[config.mk]
export PLATFORM = sky130hd
export DESIGN_NAME = pwm_dual_res
export DESIGN_NICKNAME = d
export VERILOG_FILES = /design/src/rtl/pwm_pkg.sv /design/src/rtl/pwm_regs.sv /design/src/rtl/pwm_prescaler.sv /design/src/rtl/pwm_counter.sv /design/src/rtl/pwm_compare.sv /design/src/rtl/pwm_dual_res.sv
export SDC_FILE = /design/constraint.sdc
export NUM_CORES = 1
export LEC_CHECK = 0
export BUFFER_PORTS_ARGS = -buffer_cell sky130_fd_sc_hd__buf_2
export CAP_MARGIN = 5
export CORE_ASPECT_RATIO = 1.75
export CORE_UTILIZATION = 35
export CTS_BUF_LIST = sky130_fd_sc_hd__clkbuf_8
export CTS_CLUSTER_DIAMETER = 120
export DETAILED_ROUTE_END_ITERATION = 6
export PLACE_DENSITY_LB_ADDON = 0.25
export SYNTH_ARGS = -nofsm -noshare
export SYNTH_HDL_FRONTEND = slang
export SYNTH_HIERARCHICAL = 1
export SYNTH_SLANG_ARGS = --single-unit
[constraint.sdc]
create_clock -name clk_i -period 3.4 [get_ports clk_i]
set_input_delay 0.51 -clock clk_i [delete_from_list [all_inputs] [get_ports clk_i]]
set_output_delay 0.51 -clock clk_i [all_outputs]
set_load 0.02 [all_outputs]
[src/rtl/pwm_pkg.sv]
package pwm_pkg;
  typedef enum logic {
    ADDR_CTRL = 1'b0,
    ADDR_DUTY = 1'b1
  } pwm_addr_e;

  typedef struct packed {
    logic       res5;
    logic [1:0] div_code;
  } pwm_ctrl_t;
endpackage

[src/rtl/pwm_regs.sv]
module pwm_regs
  import pwm_pkg::*;
#(
  parameter int DATA_W = 8
) (
  input  logic              clk_i,
  input  logic              rst_ni,
  input  logic              wr_en_i,
  input  logic              wr_addr_i,
  input  logic [DATA_W-1:0] wr_data_i,
  output pwm_ctrl_t         ctrl_o,
  output logic [DATA_W-1:0] duty_pend_o,
  output logic              restart_o
);
  pwm_ctrl_t         ctrl_q;
  logic [DATA_W-1:0] duty_q;
  logic              wr_ctrl, wr_duty;

  assign wr_ctrl = wr_en_i && (pwm_addr_e'(wr_addr_i) == ADDR_CTRL);
  assign wr_duty = wr_en_i && (pwm_addr_e'(wr_addr_i) == ADDR_DUTY);

  always_ff @(posedge clk_i or negedge rst_ni) begin
    if (!rst_ni) begin
      ctrl_q <= '0;
      duty_q <= '0;
    end else begin
      // bits above 2 are dropped on purpose
      if (wr_ctrl) ctrl_q <= '{res5: wr_data_i[2], div_code: wr_data_i[1:0]};
      if (wr_duty) duty_q <= wr_data_i;
    end
  end

  assign ctrl_o      = ctrl_q;
  assign duty_pend_o = duty_q;
  assign restart_o   = wr_ctrl;
endmodule

[src/rtl/pwm_prescaler.sv]
module pwm_prescaler #(
  parameter int CODE_W   = 2,
  parameter int BASE_LOG = 2,
  localparam int PRE_W   = BASE_LOG + (1 << CODE_W) - 1
) (
  input  logic              clk_i,
  input  logic              rst_ni,
  input  logic              clear_i,
  input  logic [CODE_W-1:0] code_i,
  output logic [PRE_W-1:0]  pre_o,
  output logic              tick_o
);
  logic [PRE_W-1:0] pre_q;
  logic [PRE_W-1:0] limit;

  // limit = 2^(BASE_LOG+code) - 1
  assign limit  = {PRE_W{1'b1}} >> (PRE_W - BASE_LOG - int'(code_i));
  assign tick_o = (pre_q == limit);

  always_ff @(posedge clk_i or negedge rst_ni) begin
    if (!rst_ni)      pre_q <= '0;
    else if (clear_i) pre_q <= '0;
    else if (tick_o)  pre_q <= '0;
    else              pre_q <= pre_q + 1'b1;
  end

  assign pre_o = pre_q;
endmodule

[src/rtl/pwm_counter.sv]
module pwm_counter #(
  parameter int CNT_W = 8,
  parameter int LOW_W = 5
) (
  input  logic             clk_i,
  input  logic             rst_ni,
  input  logic             clear_i,
  input  logic             tick_i,
  input  logic             res5_i,
  output logic [CNT_W-1:0] cnt_o,
  output logic             wrap_o
);
  localparam logic [CNT_W-1:0] TOP_HI = {CNT_W{1'b1}};
  localparam logic [CNT_W-1:0] TOP_LO = {{(CNT_W-LOW_W){1'b0}}, {LOW_W{1'b1}}};

  logic [CNT_W-1:0] cnt_q;
  logic [CNT_W-1:0] top;

  assign top    = res5_i ? TOP_LO : TOP_HI;
  assign wrap_o = tick_i && (cnt_q == top);

  always_ff @(posedge clk_i or negedge rst_ni) begin
    if (!rst_ni)      cnt_q <= '0;
    else if (clear_i) cnt_q <= '0;
    else if (wrap_o)  cnt_q <= '0;
    else if (tick_i)  cnt_q <= cnt_q + 1'b1;
  end

  assign cnt_o = cnt_q;
endmodule

[src/rtl/pwm_compare.sv]
module pwm_compare #(
  parameter int CNT_W = 8,
  parameter int LOW_W = 5
) (
  input  logic             clk_i,
  input  logic             rst_ni,
  input  logic             load_i,
  input  logic             res5_i,
  input  logic [CNT_W-1:0] duty_pend_i,
  input  logic [CNT_W-1:0] cnt_i,
  output logic [CNT_W-1:0] duty_act_o,
  output logic [CNT_W-1:0] duty_eff_o,
  output logic             pwm_o
);
  logic [CNT_W-1:0] act_q;

  // pending duty only becomes active on a period boundary
  always_ff @(posedge clk_i or negedge rst_ni) begin
    if (!rst_ni)     act_q <= '0;
    else if (load_i) act_q <= duty_pend_i;
  end

  assign duty_eff_o = res5_i ? {{(CNT_W-LOW_W){1'b0}}, act_q[LOW_W-1:0]} : act_q;
  assign pwm_o      = (cnt_i < duty_eff_o);
  assign duty_act_o = act_q;
endmodule

[src/rtl/pwm_dual_res.sv]
module pwm_dual_res
  import pwm_pkg::*;
#(
  parameter int CNT_W    = 8,
  parameter int LOW_W    = 5,
  parameter int CODE_W   = 2,
  parameter int BASE_LOG = 2,
  localparam int PRE_W   = BASE_LOG + (1 << CODE_W) - 1
) (
  input  logic             clk_i,
  input  logic             rst_ni,
  input  logic             wr_en_i,
  input  logic             wr_addr_i,
  input  logic [CNT_W-1:0] wr_data_i,
  input  logic             pwm_en_i,
  input  logic             gpio_i,
  output logic             pin_o
);
  pwm_ctrl_t        ctrl;
  logic [CNT_W-1:0] duty_pend;
  logic             restart;
  logic [PRE_W-1:0] pre_q;
  logic             tick;
  logic [CNT_W-1:0] cnt_q;
  logic             wrap;
  logic [CNT_W-1:0] duty_act;
  logic [CNT_W-1:0] duty_eff;
  logic             pwm_raw;

  pwm_regs #(.DATA_W(CNT_W)) i_regs (
    .clk_i, .rst_ni, .wr_en_i, .wr_addr_i, .wr_data_i,
    .ctrl_o(ctrl), .duty_pend_o(duty_pend), .restart_o(restart)
  );

  pwm_prescaler #(.CODE_W(CODE_W), .BASE_LOG(BASE_LOG)) i_pre (
    .clk_i, .rst_ni, .clear_i(restart), .code_i(ctrl.div_code),
    .pre_o(pre_q), .tick_o(tick)
  );

  pwm_counter #(.CNT_W(CNT_W), .LOW_W(LOW_W)) i_cnt (
    .clk_i, .rst_ni, .clear_i(restart), .tick_i(tick), .res5_i(ctrl.res5),
    .cnt_o(cnt_q), .wrap_o(wrap)
  );

  pwm_compare #(.CNT_W(CNT_W), .LOW_W(LOW_W)) i_cmp (
    .clk_i, .rst_ni, .load_i(wrap || restart), .res5_i(ctrl.res5),
    .duty_pend_i(duty_pend), .cnt_i(cnt_q),
    .duty_act_o(duty_act), .duty_eff_o(duty_eff), .pwm_o(pwm_raw)
  );

  assign pin_o = pwm_en_i ? pwm_raw : gpio_i;
endmodule

== Word level (Yosys, flattened, before mapping) ==
Index checks and enable logic that the tools add are counted.

* Bits in latches: 0
* Output and inout port bits: 1
* Logic and storage cells: 27
* Bits of input ports: 14
* Memories kept: 0
* Memory bits (writable): 0
* ROM bits: 0
* Register bits: 32

* Equality and inequality tests: 2
* $mul: 0
* Magnitude comparators: 1
* Reductions and logical operators: 5
* Add/sub/neg operators: 3
* Bitwise logic cells: 1
* Divide/modulo/power cells: 0
* Shifts and indexed selects: 1
* Muxes and demuxes: 8

{| class="wikitable"
|+ Operators with widths
! operator !! number
|-
| $mux W8 || 5
|-
| $shr A5 B32 Y5 const A || 1
|-
| $mux W5 || 2
|-
| $add A8 B1 Y8 const B || 1
|-
| $eq A8 B8 Y1 || 1
|-
| $lt A8 B8 Y1 || 1
|-
| $add A5 B1 Y5 const B || 1
|-
| $eq A5 B5 Y1 || 1
|-
| $logic_and A1 B1 Y1 || 3
|-
| $reduce_bool A3 Y1 || 1
|-
| $sub A2 B2 Y3 const A || 1
|-
| $logic_or A1 B1 Y1 || 1
|-
| $mux W1 || 1
|-
| $not A1 Y1 || 1
|}

== Logic depth before layout (Yosys ltp) ==
Gate-level depths: netlist of run 1.

* Depth after elaboration: 6
* Gate-level depth with buffers: 11
* Mapped depth without buffers: 9

== By module ==
The synthesis of run 1 kept the hierarchy.

{| class="wikitable"
|+ Modules (own cells, without submodules)
! module !! seq. area each (µm²) !! cells each !! instances !! area an instance (µm²)
|-
| pwm_compare || 200.2 || 55 || 1 || 529.3
|-
| pwm_counter || 200.2 || 40 || 1 || 440.4
|-
| pwm_regs || 275.3 || 25 || 1 || 427.9
|-
| pwm_prescaler || 125.1 || 24 || 1 || 276.5
|-
| pwm_dual_res || 0.0 || 2 || 1 || 21.3
|}

== Least setup slack after synthesis of run 1 ==
No wires, ideal clock.

* Kind: register to register
* Start point: register i_pre.pre_q[0], in the netlist i_pre/pre_o[0]
* End point: register i_cmp.act_q[0], in the netlist i_cmp/duty_act_o[0]
* Clock period less this slack: 2.764 ns
* Slack: 0.636 ns
* Path buffers: 2
* Data arrival time: 2.639 ns
* Setup time: 0.125 ns
* Stages on the path, launching flop included: 11
* Required time: 3.275 ns
* Cell sequence: dfrtp_1 ha_1 or3b_4 a2111oi_4 or2_1 buf_2 nand2_1 a211oi_4 or2_2 buf_6 mux2_4

* Word-level cells in the longest chain between the ends: 3

{| class="wikitable"
|+ Ends and longest elaborated chain
! what !! RTL line !! RTL
|-
| start, declared || pwm_prescaler.sv:13 || <nowiki>logic [PRE_W-1:0] pre_q;</nowiki>
|-
| start signal, assigned || pwm_prescaler.sv:24 || <nowiki>else pre_q <= pre_q + 1'b1;</nowiki>
|-
| $eq A5 B5 Y1 || pwm_prescaler.sv:18 || <nowiki>assign tick_o = (pre_q == limit);</nowiki>
|-
| via tick || pwm_dual_res.sv:23 || <nowiki>logic tick;</nowiki>
|-
| $logic_and A1 B1 Y1 || pwm_counter.sv:20 || <nowiki>assign wrap_o = tick_i && (cnt_q == top);</nowiki>
|-
| via wrap || pwm_dual_res.sv:25 || <nowiki>logic wrap;</nowiki>
|-
| $logic_or A1 B1 Y1 || pwm_dual_res.sv:46 || <nowiki>.clk_i, .rst_ni, .load_i(wrap || restart), .res5_i(ctrl.res5),</nowiki>
|-
| end signal, assigned || pwm_compare.sv:20 || <nowiki>else if (load_i) act_q <= duty_pend_i;</nowiki>
|-
| end, declared || pwm_compare.sv:15 || <nowiki>logic [CNT_W-1:0] act_q;</nowiki>
|}

The timed path passes the listed nets, and every way through them passes these cells.
A chain may end at the register's enable or synchronous reset.

== Final worst setup path of run 1 ==
* Start point: register i_pre.pre_q[0], in the netlist i_pre/pre_o[0]
* End point: register i_cmp.act_q[7], in the netlist i_cmp/duty_act_o[7]

Same word-level chain as after synthesis.

==> metrics, run 1 <==
status complete, no violations; Ys Warns 6; Final Hold Vio Count 0; Antenna Violating Nets Remaining 0; Min-Delay Path Class in -> async; area grow syn2layout 12.3%; pre-CTS setup slack around 350 ps; Num CTS Buffers 5; leak pwr 0.822 nW; vias in the first global route 1,202; post-synthesis cell area between 1500 and 2000 sq um; Worst-Margin Slew 690 ps; chip width between 50 and 60 microns; number of remaining DRC errors 0; fin crit period 3080 ps; Max Cap Violations 0; CP Launch Type flip-flop; hold buffer count at CTS 0; Vias/cell ~5.3; worst-case reg-to-reg path depth 8; Core Region between 4000 and 5000 sq um; Critical Setup Path Class reg -> reg; Post-CTS Setup Bufs 0; crit-path max FO 12; normalized max-slew margin 54.0%; critical path's slowest cell or3b_4; Worst-Skew Late Latency ~280 ps; Mapped Cells about 140; Critical Path AT ~3200 ps; post_cts resized 0; internal reg-to-reg setup slack roughly 320 ps; Initial Util between 30% and 40%; CP startpoint i_pre/pre_o[0]; post-detail-place hpwl between 2000 and 2500 microns; Die Y around 90 microns; placed cell area around 1800 sq um; via count between 1,000 and 1,500; period utilisation layout between 90% and 100%; clock sink count 32; Final Worst Setup Slack 322 ps; VDD IR max 0.362 mV; fmax 325 MHz; max incr delay on CP around 420 ps; largest net degree at the start of global routing 33; number of buffers and inverters on the critical path 0; DR pass1 iterations 4; worst-path cell chain ha_1, or3b_4, a2111oi_4, or2_1, nand2_1, a211oi_4, or2_2, mux2_2; # H-tree levels 2; Finished Cell Area about 1800 sq um; CP delay by family, top simple AND/OR/NAND/NOR gates; hold_ws 265 ps; root buffer cell clkbuf_8; n_diodes 0; fill count around 420; Layout Nets ~180; Die ar. between 4000 and 5000 sq um; total grt overflow 0; worst clock skew 8.95 ps; Reg area about 800 sq um; initial antenna violation count 0; fin. max-slew vios 0; Post-Syn Nets between 150 and 200; final setup TNS 0 ps; row count 32; total global-route track usage between 10 and 15%; RePlAce Congestion a little under 0.9; WL/cell roughly 14 microns; Mapped Avg Cell Area roughly 12 sq um; global-route wire length before repair roughly 5200 microns; TritonCTS clock tree done; routed wire length 2910 microns; post-route non-filler standard cell count 208; worst flop-to-flop path startpoint i_pre/pre_o[0]; Port Buf Inserts 14; Longest Clk Path Bufs 2; RSZ-0062 raised after global routing false; Levels on crit path 8; CP Capture Type flip-flop; Critical Path RT between 3000 and 4000 ps; power density cells roughly 530 nW/um^2; I/O pin count 15; DR iter-0 viols 21; layout cell share with drive strength beyond 1 about 29%; Placed Instances 200; multi-input logic area between 800 and 900 sq um; Final Setup Violations 0; Clock Pin Slew Worst Setup and Hold Paths 70 ps
-- report_power, final --
part           total [mW]  switching (mW)  internal (mW)
Clock               0.287           0.128          0.159
Combinational       0.189          0.0878          0.101
Sequential          0.502          0.0557          0.446
-- routing by layer --
layer / share of wire [%] / global-route usage, % / up-vias / wire length (microns)
met5: 0 / 0 / - / 0
met4: 4.4 / 9.65 / 0 / 127
met1: 37 / 15.2 / 539 / 1080
met2: 56 / 24.7 / 21 / 1630
met3: 2.6 / 2.63 / 11 / 76
li1: - / - / 532 / -
-- registers in the layout, indices dropped and copies added (netlist names) --
register,cells
i_regs/ctrl_o,3
i_cmp/duty_act_o,8
i_pre/pre_o,5
i_cnt/cnt_o,8
i_regs/duty_pend_o,8
-- placed cells by master (no fill, tap or decap), types with 5 or more instances in the layout --
master and count:
dfrtp_1 32, nand3_1 5, nand2_1 10, buf_2 14, xor2_1 6, o21ai_0 7
ha_1 9, clkbuf_8 6, inv_1 7, mux2_2 13
-- cell type report --
cell class / instances / share of cell area, %
clock inverters: 2 / 0.406
multi-input cells: 98 / 43.6
flip-flops and latches: 32 / 43.3
repair buffers: 14 / 3.79
clock buffers: 6 / 4.47
well taps: 51 / 3.45
inverters: 5 / 1.01
-- stage by stage --
step	util (%)	total power, mW
3_3_place_gp	39.6	0.690
3_5_place_dp	39.6	0.701
6_report	41.6	0.978
5_1_grt	41.6	1.04
4_1_cts	41.6	0.994
2_1_floorplan	-	0.644
-- worst paths after layout --
check,end
max,i_cmp/duty_act_o[7]
min,i_cnt/cnt_o[2]
max reg2reg,i_cmp/duty_act_o[7]
min reg2reg,i_pre/pre_o[0]
max in group asynchronous,i_regs/duty_pend_o[6]
min in group clk_i,i_regs/duty_pend_o[7]
Note: power is estimated with default switching activity, not from simulation.
==> run 2: changes to the inputs <==
--- a/config.mk
+++ b/config.mk
@@ -7,8 +7,10 @@
 export LEC_CHECK = 0
 export BUFFER_PORTS_ARGS = -buffer_cell sky130_fd_sc_hd__buf_2
 export CAP_MARGIN = 5
+export CELL_PAD_IN_SITES_DETAIL_PLACEMENT = 1
+export CELL_PAD_IN_SITES_GLOBAL_PLACEMENT = 2
 export CORE_ASPECT_RATIO = 1.75
-export CORE_UTILIZATION = 35
+export CORE_UTILIZATION = 41
 export CTS_BUF_LIST = sky130_fd_sc_hd__clkbuf_8
 export CTS_CLUSTER_DIAMETER = 120
 export DETAILED_ROUTE_END_ITERATION = 6
==> run 2 against run 1 <==
Against the previous run: clock skew decreased by 4.0 ps; sequential power about the same; die area decreased by 14%; final area decreased by 0.20%; global-route usage increased by 4.1 points; register-to-register slack got worse by 90 ps; non-clock buffer count unchanged; maximum frequency decreased by 2.8%.
==> metrics, run 2 (same netlist as run 1, synthesis figures left out) <==
status complete, no violations; Placed Instances 197 (-1.5%); post-detail-place hpwl 2540 microns (+13%); final setup TNS 0 ps (unchanged); Final Hold Vio Count 0 (unchanged); n_diodes 0 (unchanged); worst-path cell chain ha_1, or3b_4, a2111oi_4, or2_1, nand2_1, a211oi_4, or2_2, mux2_2; initial antenna violation count 0 (unchanged); area grow syn2layout 12.1%; Critical Path AT 3330 ps (+90 ps); Die Y 85.8 microns (-7.4%); row count 30 (-6.3%); Longest Clk Path Bufs 2 (unchanged); RePlAce Congestion 0.754 (-14%); Layout Nets 179 (unchanged); clock sink count 32 (unchanged); largest net degree at the start of global routing 33 (unchanged); I/O pin count 15 (unchanged); placed cell area 1760 sq um (-0.21%); Worst-Margin Slew 700 ps (+9.56 ps); # H-tree levels 2 (unchanged); Die ar. 4280 sq um (-14%); critical path's slowest cell or3b_4; Critical Path RT 3570 ps (about the same); DR iter-0 viols 6 (-71%); Finished Cell Area 1850 sq um (-0.20%); post-route non-filler standard cell count 205 (-1.4%); vias in the first global route 1,286 (+7.0%); TritonCTS clock tree done; hold_ws 271 ps (+5.76 ps); fmax 316 MHz (-2.8%); final core occ 47.7% (+6.1 points); max incr delay on CP 420 ps (about the same); worst clock skew 4.96 ps (-3.99 ps); number of remaining DRC errors 0 (unchanged); Worst-Skew Late Latency 280 ps (about the same); global-route wire length before repair 5880 microns (+13%); total global-route track usage 18.6% (+4.1 points); Antenna Violating Nets Remaining 0 (unchanged); Clock Pin Slew Worst Setup and Hold Paths 60 ps (about the same); power density cells 534 nW/um^2 (+0.92%); Num CTS Buffers 5 (unchanged); Vias/cell 5.45 (+2.8%); RSZ-0062 raised after global routing false; post_cts resized 0 (unchanged); CP Capture Type flip-flop; Critical Setup Path Class reg -> reg; total grt overflow 0 (unchanged); via count 1,117 (+1.3%); Min-Delay Path Class in -> async; normalized max-slew margin 53.4% (-0.64 points); period utilisation layout 93.1% (+2.6 points); routed wire length 3270 microns (+12%); most common cell after layout, fill and taps aside dfrtp_1; hold buffer count at CTS 0 (unchanged); leak pwr 0.822 nW (unchanged); crit-path max FO 12 (unchanged); Core Region 3870 sq um (-13%); fin. max-slew vios 0 (unchanged); CP Launch Type flip-flop; Final Setup Violations 0 (unchanged); chip width 49.9 microns (-7.3%); Initial Util 42.6% (+5.5 points); fin crit period 3170 ps (+88.6 ps); Port Buf Inserts 14 (unchanged); layout cell share with drive strength beyond 1 28.7% (unchanged); most frequent cells in the layout dfrtp_1, buf_2, mux2_2, nand2_1, ha_1; root buffer cell clkbuf_8; Max Cap Violations 0 (unchanged); WL/cell 16.0 microns (+14%); VDD IR max 0.331 mV (-8.7%); Post-CTS Setup Bufs 0 (unchanged); DR pass1 iterations 4 (unchanged)
## run 2: final timing paths
check / from / endpoint / slack (ps) / cells after the start
min in group clk_i: wr_data_i[5] / i_regs/duty_pend_o[5] / 460 / 2
min reg2reg: i_regs/duty_pend_o[2] / i_cmp/duty_act_o[2] / 490 / 2
min: rst_ni / i_cnt/cnt_o[5] / 270 / 1
max reg2reg: i_pre/pre_o[0] / i_cmp/duty_act_o[7] / 230 / 8
max in group asynchronous: rst_ni / i_pre/pre_o[0] / 2670 / 1
max: i_pre/pre_o[0] / i_cmp/duty_act_o[7] / 230 / 8
## run 2: metrics by stage
step | setup WS (ps) | total power [mW]
2_1_floorplan | 636 | 0.644
3_3_place_gp | 425 | 0.690
3_5_place_dp | 250 | 0.708
4_1_cts | 240 | 1.00
5_1_grt | 44.2 | 1.05
6_report | 233 | 0.985
## run 2: final cells by class
class | instances | area (sq um)
inverters | 5 | 18.8
fillers | 434 | 2020
multi-input cells | 98 | 806
flip-flops and latches | 32 | 801
clock buffers | 6 | 82.6
well taps | 48 | 60.1
repair buffers | 14 | 70.1
clock inverters | 2 | 7.51
## run 2: routing by layer
metal  part of all wire (%)  GRT usage, %  up-vias
li1                       -             -      532
met1                     37          19.4      558
met2                     57          32.9       17
met3                    2.4          4.08       10
met4                    3.1          11.4        0
met5                      0             0        -
## run 2: power by group
group,switching (mW),internal [mW],total [mW]
clock network,0.129,0.159,0.288
registers,0.0589,0.446,0.505
logic,0.0904,0.102,0.192
total,0.278,0.706,0.985
## run 2: critical path: cells and delay by family, from the launching register on
family          cells  cell delay, ps
simple gates        4            1250
compound gates      2             770
flops               1             390
mux                 1             360
fa+ha+maj           1             270
==> run 3: changes to the inputs <==
--- a/config.mk
+++ b/config.mk
@@ -15,7 +15,9 @@
 export CTS_CLUSTER_DIAMETER = 120
 export DETAILED_ROUTE_END_ITERATION = 6
 export PLACE_DENSITY_LB_ADDON = 0.25
+export RECOVER_POWER = 50
 export SYNTH_ARGS = -nofsm -noshare
 export SYNTH_HDL_FRONTEND = slang
 export SYNTH_HIERARCHICAL = 1
 export SYNTH_SLANG_ARGS = --single-unit
+export TNS_END_PERCENT = 50
==> run 3 against run 2 <==
Against the previous run: the run now ends with capacitance limit, slew limit left; largest cell class unchanged; clock-buffer cell count unchanged; critical path depth did not move; via count stayed put; worst setup slack improved by 1.2 ps; final area barely moved; critical endpoint unchanged; cell count stayed put; largest power group unchanged; sequential cell count did not move; clock power is essentially flat; maximum frequency hardly changed; sequential share of layout area is essentially flat; total power is essentially flat; sequential power barely moved.
==> metrics, run 3 (same netlist as run 1, synthesis figures left out) <==
status finished, violations left; violated checks capacitance limit, slew limit; Port Buf Inserts 14 (unchanged); internal reg-to-reg setup slack 230 ps (about the same); initial antenna violation count 0 (unchanged); CP Capture Type flip-flop; largest net degree at the start of global routing 33 (unchanged); crit-path max FO 12 (unchanged); layout cell share with drive strength beyond 1 28.0% (-0.64 points); fill count 435 (+0.23%); row count 30 (unchanged); Cells on Worst Hold Path 2; Die Y 85.8 microns (unchanged); Final Hold Vio Count 0 (unchanged); Antenna Violating Nets Remaining 0 (unchanged); fin. max-slew vios 33 (+33); number of remaining DRC errors 0 (unchanged); I/O pin count 15 (unchanged); clock sink count 32 (unchanged); n_diodes 0 (unchanged); leak pwr 0.819 nW (-0.33%); TritonCTS clock tree done; vias in the first global route 1,286 (unchanged); fin crit period 3170 ps (-1.15 ps); post-route non-filler standard cell count 205 (unchanged); routed wire length 3260 microns (-0.46%); final setup TNS 0 ps (unchanged); CP Launch Type flip-flop; most common cell after layout, fill and taps aside dfrtp_1; chip width 49.9 microns (unchanged); DR iter-0 viols 6 (unchanged); via count 1,117 (unchanged); Layout Nets 179 (unchanged); Initial Util 42.6% (unchanged); global-route wire length before repair 5880 microns (unchanged); # H-tree levels 2 (unchanged); Die ar. 4280 sq um (unchanged); Placed Instances 197 (unchanged); reg2reg end i_cmp/duty_act_o[7]; WL/cell 15.9 microns (-0.46%); root buffer cell clkbuf_8; Clock Pin Slew Worst Setup and Hold Paths 60 ps (about the same); period utilisation layout 93.1% (about the same); total grt overflow 0 (unchanged); most frequent cells in the layout dfrtp_1, mux2_2, buf_2, nand2_1, ha_1; Max Cap Violations 1 (+1); Reg area 801 sq um (unchanged); Num CTS Buffers 5 (unchanged); Post-CTS Setup Bufs 0 (unchanged); placed cell area 1760 sq um (unchanged); Core Region 3870 sq um (unchanged); final core occ 47.7% (about the same); Vias/cell 5.45 (unchanged); DR pass1 iterations 4 (unchanged); worst flop-to-flop path startpoint i_pre/pre_o[0]; Critical Setup Path Class reg -> reg; RePlAce Congestion 0.754 (unchanged); worst-case reg-to-reg path depth 8 (unchanged); Final Setup Violations 0 (unchanged); Critical Path AT 3330 ps (about the same); hold buffer count at CTS 0 (unchanged); area grow syn2layout 12.0% (about the same); Longest Clk Path Bufs 2 (unchanged); Critical Path RT 3570 ps (about the same); Finished Cell Area 1840 sq um (about the same); worst clock skew 4.96 ps (unchanged); RSZ-0062 raised after global routing false; multi-input logic area 806 sq um (unchanged); post_cts resized 0 (unchanged); total global-route track usage 18.6% (unchanged); Min-Delay Path Class in -> reg; normalized max-slew margin -12.0% (-65 points); post-detail-place hpwl 2540 microns (unchanged); Worst-Skew Late Latency 280 ps (about the same); power density cells 534 nW/um^2 (+0.12%); fmax 316 MHz (about the same); Worst-Margin Slew 1680 ps (+980 ps); worst hold start wr_data_i[5]; VDD IR max 0.331 mV (about the same); hold endpoint i_regs/duty_pend_o[5]
[run 3: worst max-delay path by stage]
stage / start / end / slack (ps) / cells past startpoint
after CTS: i_pre/pre_o[0] / i_cmp/duty_act_o[7] / 240 / 8
after detailed placement: i_pre/pre_o[0] / i_cmp/duty_act_o[7] / 250 / 8
after global routing: i_pre/pre_o[0] / i_cmp/duty_act_o[7] / 40 / 8
after global placement: i_pre/pre_o[0] / i_cmp/duty_act_o[7] / 420 / 8
final: i_pre/pre_o[0] / i_cmp/duty_act_o[7] / 230 / 8
after floorplan: i_pre/pre_o[0] / i_cmp/duty_act_o[0] / 640 / 10
[run 3: per-stage QoR]
step	power [mW]	hold WS, ps	setup slack [ps]
after floorplan	0.644	214	636
after detailed placement	0.708	480	250
after CTS	1.00	301	240
final	0.985	459	235
after global routing	1.05	459	44.2
after global placement	0.690	454	425
[run 3: final cells by class]
cell class | instances | share of cell area [%]
sequential | 32 | 43.4
clock buffer | 6 | 4.48
timing repair buffer | 14 | 3.73
clock inverter | 2 | 0.407
multi-input combinational | 98 | 43.7
inverter | 5 | 1.02
tap | 48 | 3.26
[run 3: critical path: stages (launching register included)]
cell and delay (ps):
dfrtp_1 390, ha_1 270, or3b_4 420, a2111oi_4 410
or2_1 330, nand2_1 180, a211oi_4 360, or2_2 320
mux2_2 360
[run 3: where the power goes]
part | switching [mW] | internal [mW] | leakage [nW]
Combinational | 0.0904 | 0.102 | 0.363
Clock | 0.130 | 0.159 | 0.0538
Sequential | 0.0589 | 0.446 | 0.402
Total | 0.279 | 0.706 | 0.819
[run 3: routing by layer]
metal,up-vias,routed length [microns],track usage [%]
met1,558,1230,19.4
met2,17,1850,32.9
li1,532,-,-
met5,-,0,0
met3,10,77,4.08
met4,0,102,11.4
